**config.mk**
```make
export PLATFORM = sky130hd
export DESIGN_NAME = job_requester
export DESIGN_NICKNAME = d
export VERILOG_FILES = /design/src/rtl/jr_pkg.sv /design/src/rtl/jr_req_tx.sv /design/src/rtl/jr_rsp_rx.sv /design/src/rtl/job_requester.sv
export SDC_FILE = /design/constraint.sdc
export NUM_CORES = 1
export LEC_CHECK = 0
export BUFFER_PORTS_ARGS = -buffer_cell sky130_fd_sc_hd__buf_4
export CORE_MARGIN = 2
export CORE_UTILIZATION = 53
export CTS_CLUSTER_SIZE = 20
export DETAILED_ROUTE_END_ITERATION = 10
export PLACE_DENSITY = 0.83
export SLEW_MARGIN = 20
export SYNTH_ARGS = -nofsm -noshare
export SYNTH_HDL_FRONTEND = slang
export SYNTH_SLANG_ARGS = --single-unit
export TNS_END_PERCENT = 100
```
**constraint.sdc**
```tcl
create_clock -name clk -period 2.6 [get_ports clk]
set_clock_uncertainty 0.2 [all_clocks]
set_input_delay 0.52 -clock clk [delete_from_list [all_inputs] [get_ports clk]]
set_output_delay 0.52 -clock clk [all_outputs]
set_load 0.01 [all_outputs]
```
**src/rtl/jr_pkg.sv**
```systemverilog
package jr_pkg;

  localparam int CMD_W = 4;
  localparam logic [CMD_W-1:0] OP_READ  = 4'h0;
  localparam logic [CMD_W-1:0] OP_WRITE = 4'h1;

  typedef enum logic [1:0] {TX_IDLE, TX_HDR, TX_DATA} tx_state_t;
  typedef enum logic [1:0] {RX_OFF, RX_HDR, RX_DATA, RX_FTR} rx_state_t;
  typedef enum logic [1:0] {BEAT_HEAD, BEAT_BODY, BEAT_TAIL, BEAT_BAD} beat_kind_t;

  function automatic beat_kind_t classify_beat(input logic first, input logic last);
    if (first && !last)      return BEAT_HEAD;
    else if (!first && !last) return BEAT_BODY;
    else if (!first && last)  return BEAT_TAIL;
    else                      return BEAT_BAD;
  endfunction

endpackage

```
**src/rtl/jr_req_tx.sv**
```systemverilog
module jr_req_tx
  import jr_pkg::*;
#(
  parameter int DATA_W = 8,
  parameter int ADDR_W = 4
) (
  input  logic              clk,
  input  logic              rst_n,
  input  logic              start,
  input  logic              is_write,
  input  logic [ADDR_W-1:0] addr,
  input  logic [DATA_W-1:0] wdata,
  output logic              req_valid,
  input  logic              req_ready,
  output logic [DATA_W-1:0] req_data,
  output logic              req_first,
  output logic              req_last,
  output logic              sent
);

  localparam int ADDR_LSB = CMD_W;

  tx_state_t         state_q;
  logic [DATA_W-1:0] data_q;
  logic [DATA_W-1:0] wdata_q;
  logic              first_q;
  logic              last_q;
  logic              wr_q;
  logic [DATA_W-1:0] header;

  always_comb begin
    header = '0;
    header[CMD_W-1:0] = is_write ? OP_WRITE : OP_READ;
    header[ADDR_LSB +: ADDR_W] = addr;
  end

  always_ff @(posedge clk or negedge rst_n) begin
    if (!rst_n) begin
      state_q <= TX_IDLE;
      data_q  <= '0;
      wdata_q <= '0;
      first_q <= 1'b0;
      last_q  <= 1'b0;
      wr_q    <= 1'b0;
    end else begin
      case (state_q)
        TX_IDLE: begin
          if (start) begin
            state_q <= TX_HDR;
            data_q  <= header;
            first_q <= 1'b1;
            last_q  <= !is_write;
            wdata_q <= wdata;
            wr_q    <= is_write;
          end
        end
        TX_HDR: begin
          if (req_ready) begin
            if (wr_q) begin
              state_q <= TX_DATA;
              data_q  <= wdata_q;
              first_q <= 1'b0;
              last_q  <= 1'b1;
            end else begin
              state_q <= TX_IDLE;
              data_q  <= '0;
              first_q <= 1'b0;
              last_q  <= 1'b0;
            end
          end
        end
        TX_DATA: begin
          if (req_ready) begin
            state_q <= TX_IDLE;
            data_q  <= '0;
            first_q <= 1'b0;
            last_q  <= 1'b0;
          end
        end
        default: state_q <= TX_IDLE;
      endcase
    end
  end

  assign req_valid = (state_q != TX_IDLE);
  assign req_data  = data_q;
  assign req_first = first_q;
  assign req_last  = last_q;
  assign sent      = req_valid && req_ready && last_q;


  req_hold_chk: assert property (@(posedge clk) disable iff (!rst_n)
    (req_valid && !req_ready) |=> (req_valid && $stable(req_data) && $stable(req_first) && $stable(req_last)));


  flag_needs_valid_chk: assert property (@(posedge clk) disable iff (!rst_n)
    (req_first || req_last) |-> req_valid);


  single_beat_is_read_chk: assert property (@(posedge clk) disable iff (!rst_n)
    (req_valid && req_first && req_last) |-> (req_data[CMD_W-1:0] == OP_READ));

endmodule

```
**src/rtl/jr_rsp_rx.sv**
```systemverilog
module jr_rsp_rx
  import jr_pkg::*;
#(
  parameter int DATA_W = 8
) (
  input  logic              clk,
  input  logic              rst_n,
  input  logic              arm,
  input  logic              job_write,
  input  logic              rsp_valid,
  output logic              rsp_ready,
  input  logic [DATA_W-1:0] rsp_data,
  input  logic              rsp_first,
  input  logic              rsp_last,
  output logic              done,
  output logic [DATA_W-1:0] rdata,
  output logic              err,
  output logic              proto_err
);

  rx_state_t         state_q;
  logic              wr_q;
  logic [DATA_W-1:0] cap_q;
  logic              done_q;
  logic [DATA_W-1:0] rdata_q;
  logic              err_q;
  logic              perr_q;
  logic              beat;
  beat_kind_t        kind;

  assign rsp_ready = (state_q != RX_OFF);
  assign beat      = rsp_valid && rsp_ready;
  assign kind      = classify_beat(rsp_first, rsp_last);

  always_ff @(posedge clk or negedge rst_n) begin
    if (!rst_n) begin
      state_q <= RX_OFF;
      wr_q    <= 1'b0;
      cap_q   <= '0;
      done_q  <= 1'b0;
      rdata_q <= '0;
      err_q   <= 1'b0;
      perr_q  <= 1'b0;
    end else begin
      done_q <= 1'b0;
      if (state_q == RX_OFF) begin
        if (arm) begin
          state_q <= RX_HDR;
          wr_q    <= job_write;
          cap_q   <= '0;
        end
      end else if (beat) begin
        case (state_q)
          RX_HDR: begin
            if (kind == BEAT_HEAD) begin
              state_q <= wr_q ? RX_FTR : RX_DATA;
            end else begin
              state_q <= RX_OFF;
              done_q  <= 1'b1;
              perr_q  <= 1'b1;
              err_q   <= 1'b0;
              rdata_q <= '0;
            end
          end
          RX_DATA: begin
            if (kind == BEAT_BODY) begin
              cap_q   <= rsp_data;
              state_q <= RX_FTR;
            end else begin
              state_q <= RX_OFF;
              done_q  <= 1'b1;
              perr_q  <= 1'b1;
              err_q   <= 1'b0;
              rdata_q <= '0;
            end
          end
          RX_FTR: begin
            state_q <= RX_OFF;
            done_q  <= 1'b1;
            if (kind == BEAT_TAIL) begin
              perr_q  <= 1'b0;
              err_q   <= (rsp_data != '0);
              rdata_q <= wr_q ? '0 : cap_q;
            end else begin
              perr_q  <= 1'b1;
              err_q   <= 1'b0;
              rdata_q <= '0;
            end
          end
          default: state_q <= RX_OFF;
        endcase
      end
    end
  end

  assign done      = done_q;
  assign rdata     = rdata_q;
  assign err       = err_q;
  assign proto_err = perr_q;


  done_single_chk: assert property (@(posedge clk) disable iff (!rst_n)
    done |=> !done);


  perr_clean_chk: assert property (@(posedge clk) disable iff (!rst_n)
    (done && proto_err) |-> (!err && rdata == '0));


  arm_opens_chk: assert property (@(posedge clk) disable iff (!rst_n)
    arm |=> rsp_ready);

endmodule

```
**src/rtl/job_requester.sv**
```systemverilog
module job_requester
  import jr_pkg::*;
#(
  parameter int DATA_W = 8,
  parameter int ADDR_W = 4
) (
  input  logic              clk,
  input  logic              rst_n,
  input  logic              cmd_valid,
  output logic              cmd_ready,
  input  logic              cmd_write,
  input  logic [ADDR_W-1:0] cmd_addr,
  input  logic [DATA_W-1:0] cmd_wdata,
  output logic              req_valid,
  input  logic              req_ready,
  output logic [DATA_W-1:0] req_data,
  output logic              req_first,
  output logic              req_last,
  input  logic              rsp_valid,
  output logic              rsp_ready,
  input  logic [DATA_W-1:0] rsp_data,
  input  logic              rsp_first,
  input  logic              rsp_last,
  output logic              busy,
  output logic              done,
  output logic [DATA_W-1:0] done_rdata,
  output logic              done_err,
  output logic              done_proto_err
);

  logic cmd_fire;
  logic sent;
  logic job_wr_q;

  assign busy      = req_valid || rsp_ready;
  assign cmd_ready = !busy;
  assign cmd_fire  = cmd_valid && cmd_ready;

  always_ff @(posedge clk or negedge rst_n) begin
    if (!rst_n) job_wr_q <= 1'b0;
    else if (cmd_fire) job_wr_q <= cmd_write;
  end

  jr_req_tx #(.DATA_W(DATA_W), .ADDR_W(ADDR_W)) u_tx (
    .clk       (clk),
    .rst_n     (rst_n),
    .start     (cmd_fire),
    .is_write  (cmd_write),
    .addr      (cmd_addr),
    .wdata     (cmd_wdata),
    .req_valid (req_valid),
    .req_ready (req_ready),
    .req_data  (req_data),
    .req_first (req_first),
    .req_last  (req_last),
    .sent      (sent)
  );

  jr_rsp_rx #(.DATA_W(DATA_W)) u_rx (
    .clk       (clk),
    .rst_n     (rst_n),
    .arm       (sent),
    .job_write (job_wr_q),
    .rsp_valid (rsp_valid),
    .rsp_ready (rsp_ready),
    .rsp_data  (rsp_data),
    .rsp_first (rsp_first),
    .rsp_last  (rsp_last),
    .done      (done),
    .rdata     (done_rdata),
    .err       (done_err),
    .proto_err (done_proto_err)
  );


  accept_busy_chk: assert property (@(posedge clk) disable iff (!rst_n)
    cmd_fire |=> (busy && req_valid && req_first));


  phases_exclusive_chk: assert property (@(posedge clk) disable iff (!rst_n)
    !(rsp_ready && req_valid));


  done_idle_chk: assert property (@(posedge clk) disable iff (!rst_n)
    done |-> !busy);

endmodule

```
==> reports/summary.md, run 1 <==
Counting every instance in the synthesized netlist gives 185. The tools report the total length of routed wires as 4580 µm. The path category of the worst min-delay check was primary input to async pin. The detailed-route wire length per cell was 15.6 µm.

The die covers 4700 µm². The first TritonRoute pass finished after 4 iterations. The longest clock path from root to sink contains 2 buffers. The register bit count reported by yosys is 44. The cell area power density was 1140 nW/µm²; the core region area was 4000 µm². The top cell type's share of synthesized area was 0.498; the die boundary width was 68.6 µm. The largest total area in the synthesized netlist belongs to sky130_fd_sc_hd__dfrtp_1. met2 is the most crowded layer. The number of vias after detailed routing is 1673, and the count of buffers from port buffering is 52. The highest net fanout along the worst path works out to 11. The logs give 1.31 nW for the leakage power figure and 0.552 for the starting utilization of the core area. For the number of levels in the clock H-tree, the log shows 2. In this run the count of I/O pins placed on the die edge is 53. The mapped cell area was 2210 µm²; the remaining max-slew budget at the tightest pin was 0.629. The count of distinct cell types in the synthesized netlist is 34, and the met1 track demand over resource is 0.301. Startpoint type of the worst setup path: a flip-flop. In this run the mean area of a mapped cell was 11.9 µm².

The logs give 300 ps for the clock insertion delay at the later pin of the skew report and 0.801 for the routability-driven placement congestion ratio. Async set-reset flop share out of synthesis: 1.00. The tools report the count of instances resized after the clock tree is built as 0. CTS buffer count: 5.

The number of violations of the max-capacitance limit came out at 0. The cell chosen for the clock root was sky130_fd_sc_hd__clkbuf_8. Antenna diode count: 0. Setup repair after global routing left no endpoint under its margin.

The logs give 0.498 for the sequential share of the synthesized area and 0 for the number of buffers inserted for hold repair after clock tree synthesis. Timing would allow up to 409 MHz. The fraction of layout cells with a size suffix above 1 is 0.357. The combinational fraction of design power was 0.487; the number of enable flip-flop cells after synthesis was 0. The run gives 0.331 as the global routing met2 resource utilization.

Yosys synthesis warning count: 0. The hold violation count in the final report is 0, and the number of filler cells placed in the layout is 305. The internal power of the cells totals 0.00201 W. The floorplan has 23 rows. By area the synthesized netlist is led by sky130_fd_sc_hd__dfrtp_1 50%, sky130_fd_sc_hd__mux2_2 7.6%, sky130_fd_sc_hd__ha_1 5.7%. The net count of the finished layout is 281.

The routed design could run at a clock period as short as 2440 ps. The relative contribution of sequential cells to total power came out at 0.353. The tools report the count of buffers added by post-CTS timing repair for setup as 0. The flow ran to the end, and the final reports show no timing, DRC or antenna violations. Setup violations remaining at the end of the flow were counted as 0. TritonCTS built the clock tree. From synthesis to final layout, the design area changed by 26.3%.

The logs give 1880 ps for the critical path data required time and 0 for the number of nets with antenna violations after routing. Summing all multi-input logic gate instances after layout gives 1040 µm². The run gives 0 ps as the setup total negative slack. The final-report max-slew violation count was 0. The library cell used most frequently in the layout, excluding fill and tap cells, is sky130_fd_sc_hd__buf_4. The number of placed instances, taps included, is 286. Entering global routing, the biggest net connects 45 pins.

The met3 capacity usage during global routing is 0.0536. The average via count per standard cell is 5.69, and the global-route wire length before repair is 7400 µm. For the pin with the worst max-slew slack, the measured transition is 557 ps. The logs give 0 for the leftover overflow at the end of global routing and 44 for the number of clock sinks seen by CTS.

The count of cells in the finished layout, fillers not included, comes to 294. The total half-perimeter wirelength after legalization and detailed placement was 3290 µm; the share of the clock period used by the worst path after layout was 0.940. In the routed design, unresolved DRC markers number 0. Global-route usage over all layers: 0.216. The tools report the worst endpoint data arrival time as 1720 ps. The register cell area after layout is 1100 µm², and the initial antenna violation count is 0. Critical path endpoint category: a primary output. For this run, the leading register cell type out of synthesis is sky130_fd_sc_hd__dfrtp_1. Counting every net in the synthesized netlist gives 223.

The switching part of the total power is 0.365. The share of total power in the clock network is 0.160, and the worst voltage drop across the vdd grid is 742 µV. The critical path is of the flip-flop to primary output type.

The top cell types in the final layout, fill and taps aside, are 59 x sky130_fd_sc_hd__buf_4, 44 x sky130_fd_sc_hd__dfrtp_1, 16 x sky130_fd_sc_hd__nor2b_1. The tools report the via count of the first global-routing pass as 1582. The count of routing violations after the opening detailed-route iteration is 111, and the net switching power is 0.00116 W.

After clock tree synthesis, the clock-pin slew on the worst setup and hold paths is 90 ps. The die is 68.6 µm tall.
-- power by group through the flow --
| stage | Sequential, W | Combinational (W) | Clock [W] |
|---|---|---|---|
| after floorplan | 0.00112 | 0.00103 | 0 |
| after global placement | 0.00112 | 0.00152 | 0 |
| after detailed placement | 0.00113 | 0.00155 | 0 |
| after CTS | 0.00112 | 0.00156 | 0.000523 |
| after global routing | 0.00115 | 0.00171 | 0.000551 |
| final | 0.00112 | 0.00154 | 0.000506 |
-- kinds of logic after synthesis --
kind of cell	synth area share
adders and majority gates	0.0566
and+or+nand+nor	0.143
AOI/OAI and AO/OA	0.160
buffers and inverters	0.0294
muxes	0.113
DFF	0.498
-- per-stage QoR --
stage | utilization | instance area, µm² | setup slack, ps | hold WS, ps | total power (W)
2_1_floorplan | - | 2210 | 517 | 24.4 | 0.00215
3_3_place_gp | 0.671 | 2680 | 410 | 270 | 0.00264
3_5_place_dp | 0.671 | 2680 | 332 | 271 | 0.00268
4_1_cts | 0.698 | 2790 | 136 | 22.4 | 0.00320
5_1_grt | 0.698 | 2790 | 0.371 | 44.7 | 0.00342
6_report | 0.698 | 2790 | 155 | 7.16 | 0.00317
-- worst paths after layout --
check	start	endpoint	slack [ps]	cells past startpoint
min in group clk	req_ready	u_tx.req_first$_DFFE_PN0P_	220	2
max in group asynchronous	rst_n	u_rx.rdata[5]$_DFFE_PN0P_	1800	1
worst max register to register	u_tx.state_q[0]$_DFFE_PN0P_	u_tx.req_data[2]$_DFFE_PN0P_	330	5
worst min-delay path	rst_n	u_rx.cap_q[3]$_DFFE_PN0P_	7	1
worst max-delay path	u_rx.state_q[0]$_DFFE_PN0P_	busy	160	6
worst min register to register	job_wr_q$_DFFE_PN0P_	job_wr_q$_DFFE_PN0P_	300	2
-- state kept, by name (all words and copies together) (netlist names) --
signal and count:
job_wr_q 1, u_rx.cap_q 8, u_rx.done 1, u_rx.err 1, u_rx.proto_err 1, u_rx.rdata 8
u_rx.state_q 2, u_rx.wr_q 1, u_tx.req_data 8, u_tx.req_first 1, u_tx.req_last 1, u_tx.state_q 2
u_tx.wdata_q 8, u_tx.wr_q 1
-- per-layer routing --
metal | vias to the layer above | wire [µm]
li1 | 800 | -
met1 | 835 | 2140
met2 | 34 | 2200
met3 | 4 | 167
met4 | 0 | 70
met5 | - | 0
-- synth_stat cells (all sizes together) (2+ instances only) --
master,instances
dfrtp,44
nor3b,2
a32o,9
nor2b,16
a2bb2oi,5
nor4,2
mux2,15
o2bb2ai,7
inv,9
a21oi,2
nor3,4
mux2i,8
clkbuf,7
ha,10
nand3,4
and3,4
nand2,7
and2,9
a211o,2
o21ba,2
a311oi,5
-- worst max-delay path, cell delays in order, from the launching register on --
cell	delay, ps
sky130_fd_sc_hd__dfrtp_1	410
sky130_fd_sc_hd__inv_1	130
sky130_fd_sc_hd__ha_1	290
sky130_fd_sc_hd__buf_4	220
sky130_fd_sc_hd__and2_1	200
sky130_fd_sc_hd__inv_1	50
sky130_fd_sc_hd__buf_4	130
-- layout make-up --
cell class	count	area share
Multi-Input combinational cell	124	0.374
Tap cell	50	0.0224
Clock inverter	2	0.0126
Timing Repair Buffer	59	0.159
Inverter	9	0.0121
Clock buffer	6	0.0260
Sequential cell	44	0.394
No activity file was read; power rests on OpenSTA's default activity.
==> run 2: changes to the inputs <==
--- a/config.mk
+++ b/config.mk
@@ -5,12 +5,12 @@
 export SDC_FILE = /design/constraint.sdc
 export NUM_CORES = 1
 export LEC_CHECK = 0
-export BUFFER_PORTS_ARGS = -buffer_cell sky130_fd_sc_hd__buf_4
 export CORE_MARGIN = 2
-export CORE_UTILIZATION = 53
+export CORE_UTILIZATION = 57
 export CTS_CLUSTER_SIZE = 20
 export DETAILED_ROUTE_END_ITERATION = 10
-export PLACE_DENSITY = 0.83
+export DONT_BUFFER_PORTS = 1
+export PLACE_DENSITY = 0.76
 export SLEW_MARGIN = 20
 export SYNTH_ARGS = -nofsm -noshare
 export SYNTH_HDL_FRONTEND = slang
==> reports/summary.md, run 2 (same netlist as run 1, synthesis figures left out) <==
In this run the most critical hold path is launched from req_ready. Summing over every cut layer, the via total after detailed routing is 1477. The tools report the startpoint type of the worst setup path as a flip-flop.

For this design, the slowest cell found on the critical path is sky130_fd_sc_hd__dfrtp_1. The worst register-to-register path has a setup slack of 330 ps. The clock-pin slew of the registers on the worst-case setup and hold paths is 70 ps, and the number of clock sinks seen by CTS is 44.

The worst hold path terminates at u_tx.req_first$_DFFE_PN0P_. On the worst path, the slowest cell contributes a delay of 420 ps. The tools report the core region area as 3690 µm².

The tools report the clock insertion delay at the later pin of the skew report as 290 ps. Destination of the worst register-to-register timing path: u_tx.req_last$_DFFE_PN0P_. Maximum operating frequency: 432 MHz. The via count of the first global-routing pass is 1612. The remaining max-slew budget at the tightest pin was 0.422. The global-route wire length before repair is 7360 µm. Power spread over the standard cell area amounts to 1200 nW/µm². The average via count per standard cell is 6.15, and the worst voltage drop across the vdd grid is 769 µV.

The switching part of the total power was 0.391. Path category of the worst min-delay check: primary input to flip-flop. The tools report the first-pass iteration count of the detailed router as 4.

The share of total power in the clock network is 0.137. Starting utilization of the core area: 0.599. Leaving out fill and tap cells, the most frequent cell in the layout is sky130_fd_sc_hd__dfrtp_1. Across the run, the number of max-cap violations was 0. The share of the clock period used by the worst path after layout came out at 0.891. Along the worst path, the maximum fanout reaches 7. For the relative contribution of sequential cells to total power, the log shows 0.408. The count of pins on the block boundary came out at 53.

Leaving out fill and tap cells, the most frequent cells in the layout are 44 x sky130_fd_sc_hd__dfrtp_1, 16 x sky130_fd_sc_hd__nor2b_1, 15 x sky130_fd_sc_hd__mux2_2. The hold violation count in the final report came out at 0. For the pin with the worst max-slew slack, the measured transition is 861 ps. The root buffer cell chosen for the clock tree is sky130_fd_sc_hd__clkbuf_8. The final critical-path required period is 2320 ps, and the combinational fraction of design power is 0.455. The H-tree was split into 2 levels. The analysis attributes to cell leakage a power of 1.04 nW.

After global routing the overflow that remains totals 0. The run gives 0 as the initial antenna violation count. The tools report the maximum number of pins on one net before global-route repair as 45. The longest clock path from root to sink contains 2 buffers. Library cell appearing most often on the critical path: sky130_fd_sc_hd__inv_1. The tools report the global-route usage over all layers as 0.223. Input and output buffers added on the ports amount to 0.

After detailed routing, the total wire length is 4390 µm. TritonCTS built the clock tree. The full die area was 4390 µm²; the critical path data required time was 1880 ps.

The cell family contributing the most delay on the critical path was flip-flops. The total half-perimeter wirelength after legalization and detailed placement is 3230 µm, and the cell count of the worst hold path is 1. The startpoint identified for the worst register-to-register timing path is u_tx.state_q[0]$_DFFE_PN0P_. Clock tree synthesis inserted a total of 5 buffers. Routability-driven placement finished with a final weighted congestion of 0.744.

The logs give 0 for the DRC violations left and 0 for the number of nets with antenna violations after routing. The antenna diode count came out at 0. By startpoint and endpoint, the worst setup path is classified as flip-flop to primary output. After routing, the total negative slack on setup checks comes to 0 ps. The count of routing violations after the opening detailed-route iteration is 73, and the internal power of the cells is 0.00175 W. For this run, the post-layout net count is 230.

Setup slack on the critical path of the routed design comes to 284 ps. Traced cell by cell, the critical path runs through inv_1 -> ha_1 -> and2_1 -> inv_1. In this run the horizontal extent of the chip is 66.3 µm. Fraction of layout cells with a size suffix above 1: 0.177. The analysis attributes to net switching a power of 0.00112 W. Setup violations remaining at the end of the flow were counted as 0.

STA puts the critical path data arrival time at 1600 ps. The final-report max-slew violation count is 0, and the buffer and inverter count on the worst path is 2. The detailed-route wire length per cell is 18.3 µm.

Setup repair after global routing left no endpoint under its margin. The area growth from synthesis to layout is 8.21%. OpenSTA, run right after detailed placement, puts the worst setup slack at 338 ps.

The run finished with clean final reports. Number of cell rows: 22. Measured in cells, the most critical reg-to-reg path has a length of 5. The worst setup path is captured at a primary output. Die span in y: 66.3 µm.
-- run 2: changes by cell type in the layout (fill, tap and decap cells not counted) --
cell / before / now
sky130_fd_sc_hd__dlygate4sd3_1: 0 / 1
sky130_fd_sc_hd__buf_4: 59 / 6
sky130_fd_sc_hd__buf_12: 0 / 1
sky130_fd_sc_hd__bufinv_16: 1 / 0
-- run 2: metrics by stage --
step                      utilization  total power [W]  std cells  hold slack (ps)  cell area [µm²]
after global routing            0.648          0.00308        240              123             2390
final                           0.648          0.00287        240              131             2390
after global placement          0.619          0.00238        231             25.3             2280
after floorplan                     -          0.00215        185             24.4             2210
after CTS                       0.648          0.00289        240              117             2390
after detailed placement        0.619          0.00246        231             25.4             2280
-- run 2: worst max path at each step --
stage,depth (start not counted),from,end,slack [ps]
floorplan,5,u_rx.state_q[0]$_DFFE_PN0P_,busy,520
global placement,5,u_tx.state_q[0]$_DFFE_PN0P_,u_tx.req_data[2]$_DFFE_PN0P_,460
detailed placement,5,u_tx.state_q[0]$_DFFE_PN0P_,u_tx.req_last$_DFFE_PN0P_,340
CTS,4,u_tx.state_q[0]$_DFFE_PN0P_,busy,270
global route,4,u_tx.state_q[0]$_DFFE_PN0P_,busy,170
finish,4,u_tx.state_q[0]$_DFFE_PN0P_,busy,280
-- run 2: what timing repair did --
action | CTS | global route
hold buffers | 2 | 0
setup buffers | 0 | 0
hold endpoints to repair | 44 | 0
gates resized for setup | 0 | 0
-- run 2: worst reg2reg max path: stages (launching register included) --
cell and delay [ps]:
sky130_fd_sc_hd__dfrtp_1 420, sky130_fd_sc_hd__inv_1 140, sky130_fd_sc_hd__ha_1 370, sky130_fd_sc_hd__nand3_4 130, sky130_fd_sc_hd__a211oi_4 510, sky130_fd_sc_hd__mux2_2 400
-- run 2: cell type report --
cell class                 instances  area (µm²)
clock buffer                       6        72.6
tap                               48        60.1
timing repair buffer               8        75.1
multi-input combinational        124        1040
clock inverter                     1        5.00
fill                             298        1300
sequential                        44        1100
inverter                           9        33.8
-- run 2: power by group through the flow --
stage,registers (W),clock network [W],logic (W)
2_1_floorplan,0.00112,0,0.00103
3_3_place_gp,0.00116,0,0.00122
3_5_place_dp,0.00118,0,0.00128
4_1_cts,0.00117,0.000410,0.00131
5_1_grt,0.00120,0.000432,0.00145
6_report,0.00117,0.000393,0.00130
-- run 2: per-layer routing --
layer  up-vias  GRT usage  wire [µm]
met5         -          0          0
met4         0     0.0867         78
met3         8     0.0886        385
met2        56      0.394       2260
met1       725      0.236       1660
li1        688          -          -
==> run 3: changes to the inputs <==
--- a/config.mk
+++ b/config.mk
@@ -5,11 +5,13 @@
 export SDC_FILE = /design/constraint.sdc
 export NUM_CORES = 1
 export LEC_CHECK = 0
+export ABC_AREA = 0
 export CORE_MARGIN = 2
 export CORE_UTILIZATION = 57
 export CTS_CLUSTER_SIZE = 20
 export DETAILED_ROUTE_END_ITERATION = 10
 export DONT_BUFFER_PORTS = 1
+export GPL_ROUTABILITY_DRIVEN = 0
 export PLACE_DENSITY = 0.76
 export SLEW_MARGIN = 20
 export SYNTH_ARGS = -nofsm -noshare
==> constraint.sdc (replaced) <==
create_clock -name clk -period 2.89 [get_ports clk]
set_clock_uncertainty 0.2 [all_clocks]
set_input_delay 0.578 -clock clk [delete_from_list [all_inputs] [get_ports clk]]
set_output_delay 0.578 -clock clk [all_outputs]
set_load 0.01 [all_outputs]
==> reports/summary.md, run 3 (same netlist as run 1, synthesis figures left out) <==
The critical path contains buffers and inverters numbering 3 combined. Summed over all layers, the routed wires come to 4430 µm. The leftover overflow at the end of global routing was 0; the cell area power density was 1090 nW/µm². By instance count, the cell type seen most on the critical path is sky130_fd_sc_hd__inv_1. The met1 track demand over resource was 0.243; the transition time at the pin with the least slew margin was 826 ps. The CTS buffer count was 5.

The tools report the share of total power in the clock network as 0.148. Detailed-route wire length per cell: 18.5 µm. The finished cells cover 2390 µm². Final critical-path required period: 2430 ps. The setup path with the least slack is of type flip-flop to primary output.

Leaving out fill and tap cells, the most frequent cell in the layout is sky130_fd_sc_hd__dfrtp_1. The finished layout holds 239 standard cells, fillers aside. The full die area came out at 4390 µm².

On the critical path the largest part of the delay comes from buffers and inverters. The library cells used most frequently in the layout, excluding fill and tap cells, are 44 x sky130_fd_sc_hd__dfrtp_1, 16 x sky130_fd_sc_hd__nor2b_1, 15 x sky130_fd_sc_hd__mux2_2. Power comes to 0.00259 W.

The first routing iteration left 67 violations. The internal power of the cells totals 0.00156 W. The worst setup path is launched from a flip-flop.

The core region area came out at 3690 µm². The number of nets with antenna violations after routing was 0; the number of levels in the clock H-tree was 2. The global-route usage over all layers was 0.221. The run gives 1650 ps as the worst endpoint data arrival time. Counting tap cells, the placed design contains a total of 229 instances. The tools report the remaining max-slew budget at the tightest pin as 0.445.

The first-pass iteration count of the detailed router was 4; the total setup violations reported at the end of the flow was 0. The count of cell instances traversed by the critical path is 5. The count of pins on the block boundary is 53, and the leakage power figure is 1.04 nW. The highest net fanout along the worst path is 13, and the area growth from synthesis to layout is 7.98%. After detailed placement, the total cell area comes to 2270 µm². The total half-perimeter wirelength after legalization and detailed placement is 3310 µm. The number of violations of the max-capacitance limit was 0.

Setup total negative slack: 0 ps. Measured along the x axis, the die boundary spans 66.3 µm. Across the VDD grid, the largest voltage drop is 706 µV. The average via count per standard cell is 6.23, and the relative contribution of sequential cells to total power is 0.409.

Static timing analysis puts the maximum clock frequency at 411 MHz. The hold violation count in the final report was 0; the switching part of the total power was 0.399. The share of the clock period used by the worst path after layout came out at 0.842. The tools report the clock tree buffer depth as 2. For the worst-skew pair, the clock arrives at the later sink with an insertion delay of 300 ps. In this run the worst hold path is classified as primary input to flip-flop. The DRC violations left is 0.

Entering global routing, the biggest net connects 45 pins. Cell count of the worst hold path: 1. The global routing stage identified its most utilized layer as met2. Via count of the first global-routing pass: 1594. Once the clock tree was built, the resizer swapped 0 gates to a different size.

Walking the worst path, the cells encountered are inv_1 -> ha_1 -> buf_4 -> and2_1 -> inv_1. 0 antenna diodes ended up in the layout. Setup repair after global routing left no endpoint under its margin. The run gives 0.599 as the starting utilization of the core area. TritonCTS built the clock tree.

The initial antenna violation count was 0; the die span in y was 66.3 µm. The tree is rooted in a sky130_fd_sc_hd__clkbuf_8. The tools report the utilization after layout as 0.647. The slowest stage of the critical path belongs to the cell sky130_fd_sc_hd__dfrtp_1. Clock-pin slew was measured on the worst setup and hold paths at 80 ps. STA classifies the critical path endpoint as a primary output. The flow ran to the end, and the final reports show no timing, DRC or antenna violations. The number of setup buffers added after CTS is 0. Met3 capacity usage during global routing: 0.0750. Net switching power: 0.00103 W.

For the global routing met2 resource utilization, the log shows 0.399. The clock drives 44 sinks. Data on the critical path is required at its endpoint by 2110 ps.

The first global-routing pass estimated 7360 µm of wire. The final-report max-slew violation count is 0. The depth of the worst register-to-register path was 5; the number of cell rows was 22. For this run, the post-layout net count is 228. For the number of vias after detailed routing, the log shows 1489.

In this run the tool buffered the top-level ports with 0 buffer cells. On the worst path, the slowest cell contributes a delay of 410 ps. Fraction of layout cells with a size suffix above 1: 0.178. The run gives 0.443 as the combinational fraction of design power.
==> run 3: cell types whose count changed in the layout (fill, tap and decap cells not counted), sizes merged <==
cell,delta
buf,-2
clkbuf,-1
clkinv,+2
==> run 3: what timing repair did <==
| action | in CTS | in global routing |
|---|---|---|
| hold endpoints to repair | 44 | 0 |
| hold buffers | 2 | 0 |
| endpoints found under the setup margin | 0 | 0 |
==> run 3: final cells by class <==
type	instances	area, µm²
clock buffers	5	68.8
clock inverters	3	18.8
fillers	296	1300
inverters	9	33.8
multi-input cells	124	1040
flip-flops and latches	44	1100
well taps	48	60.1
repair buffers	6	60.1
==> run 3: path summary, 6_finish.rpt <==
check / startpoint / to / slack [ps]
min in group asynchronous: rst_n / u_rx.rdata[0]$_DFFE_PN0P_ / 540
max in group asynchronous: rst_n / u_tx.req_data[7]$_DFFE_PN0P_ / 1750
min reg2reg: job_wr_q$_DFFE_PN0P_ / job_wr_q$_DFFE_PN0P_ / 290
max reg2reg: u_tx.state_q[0]$_DFFE_PN0P_ / u_tx.req_data[2]$_DFFE_PN0P_ / 480
max: u_rx.state_q[0]$_DFFE_PN0P_ / busy / 460
min: req_ready / u_tx.req_first$_DFFE_PN0P_ / 190
==> run 3: layer usage <==
metal / routed length [µm] / vias up
li1: - / 685
met1: 1740 / 743
met2: 2280 / 55
met3: 355 / 6
met4: 55 / 0
met5: 0 / -
==> run 3: metrics by stage <==
stage / setup slack, ps / hold WS [ps]
6_report: 457 / 193
5_1_grt: 329 / 188
4_1_cts: 437 / 193
3_5_place_dp: 495 / 83.4
3_3_place_gp: 595 / 83.3
2_1_floorplan: 749 / 82.4
==> run 3: power groups by stage <==
stage | clock [W] | combinational, W | sequential (W)
global route | 0.000413 | 0.00127 | 0.00109
global placement | 0 | 0.00108 | 0.00105
detailed placement | 0 | 0.00114 | 0.00107
finish | 0.000384 | 0.00115 | 0.00106
CTS | 0.000390 | 0.00116 | 0.00106
floorplan | 0 | 0.000929 | 0.00100
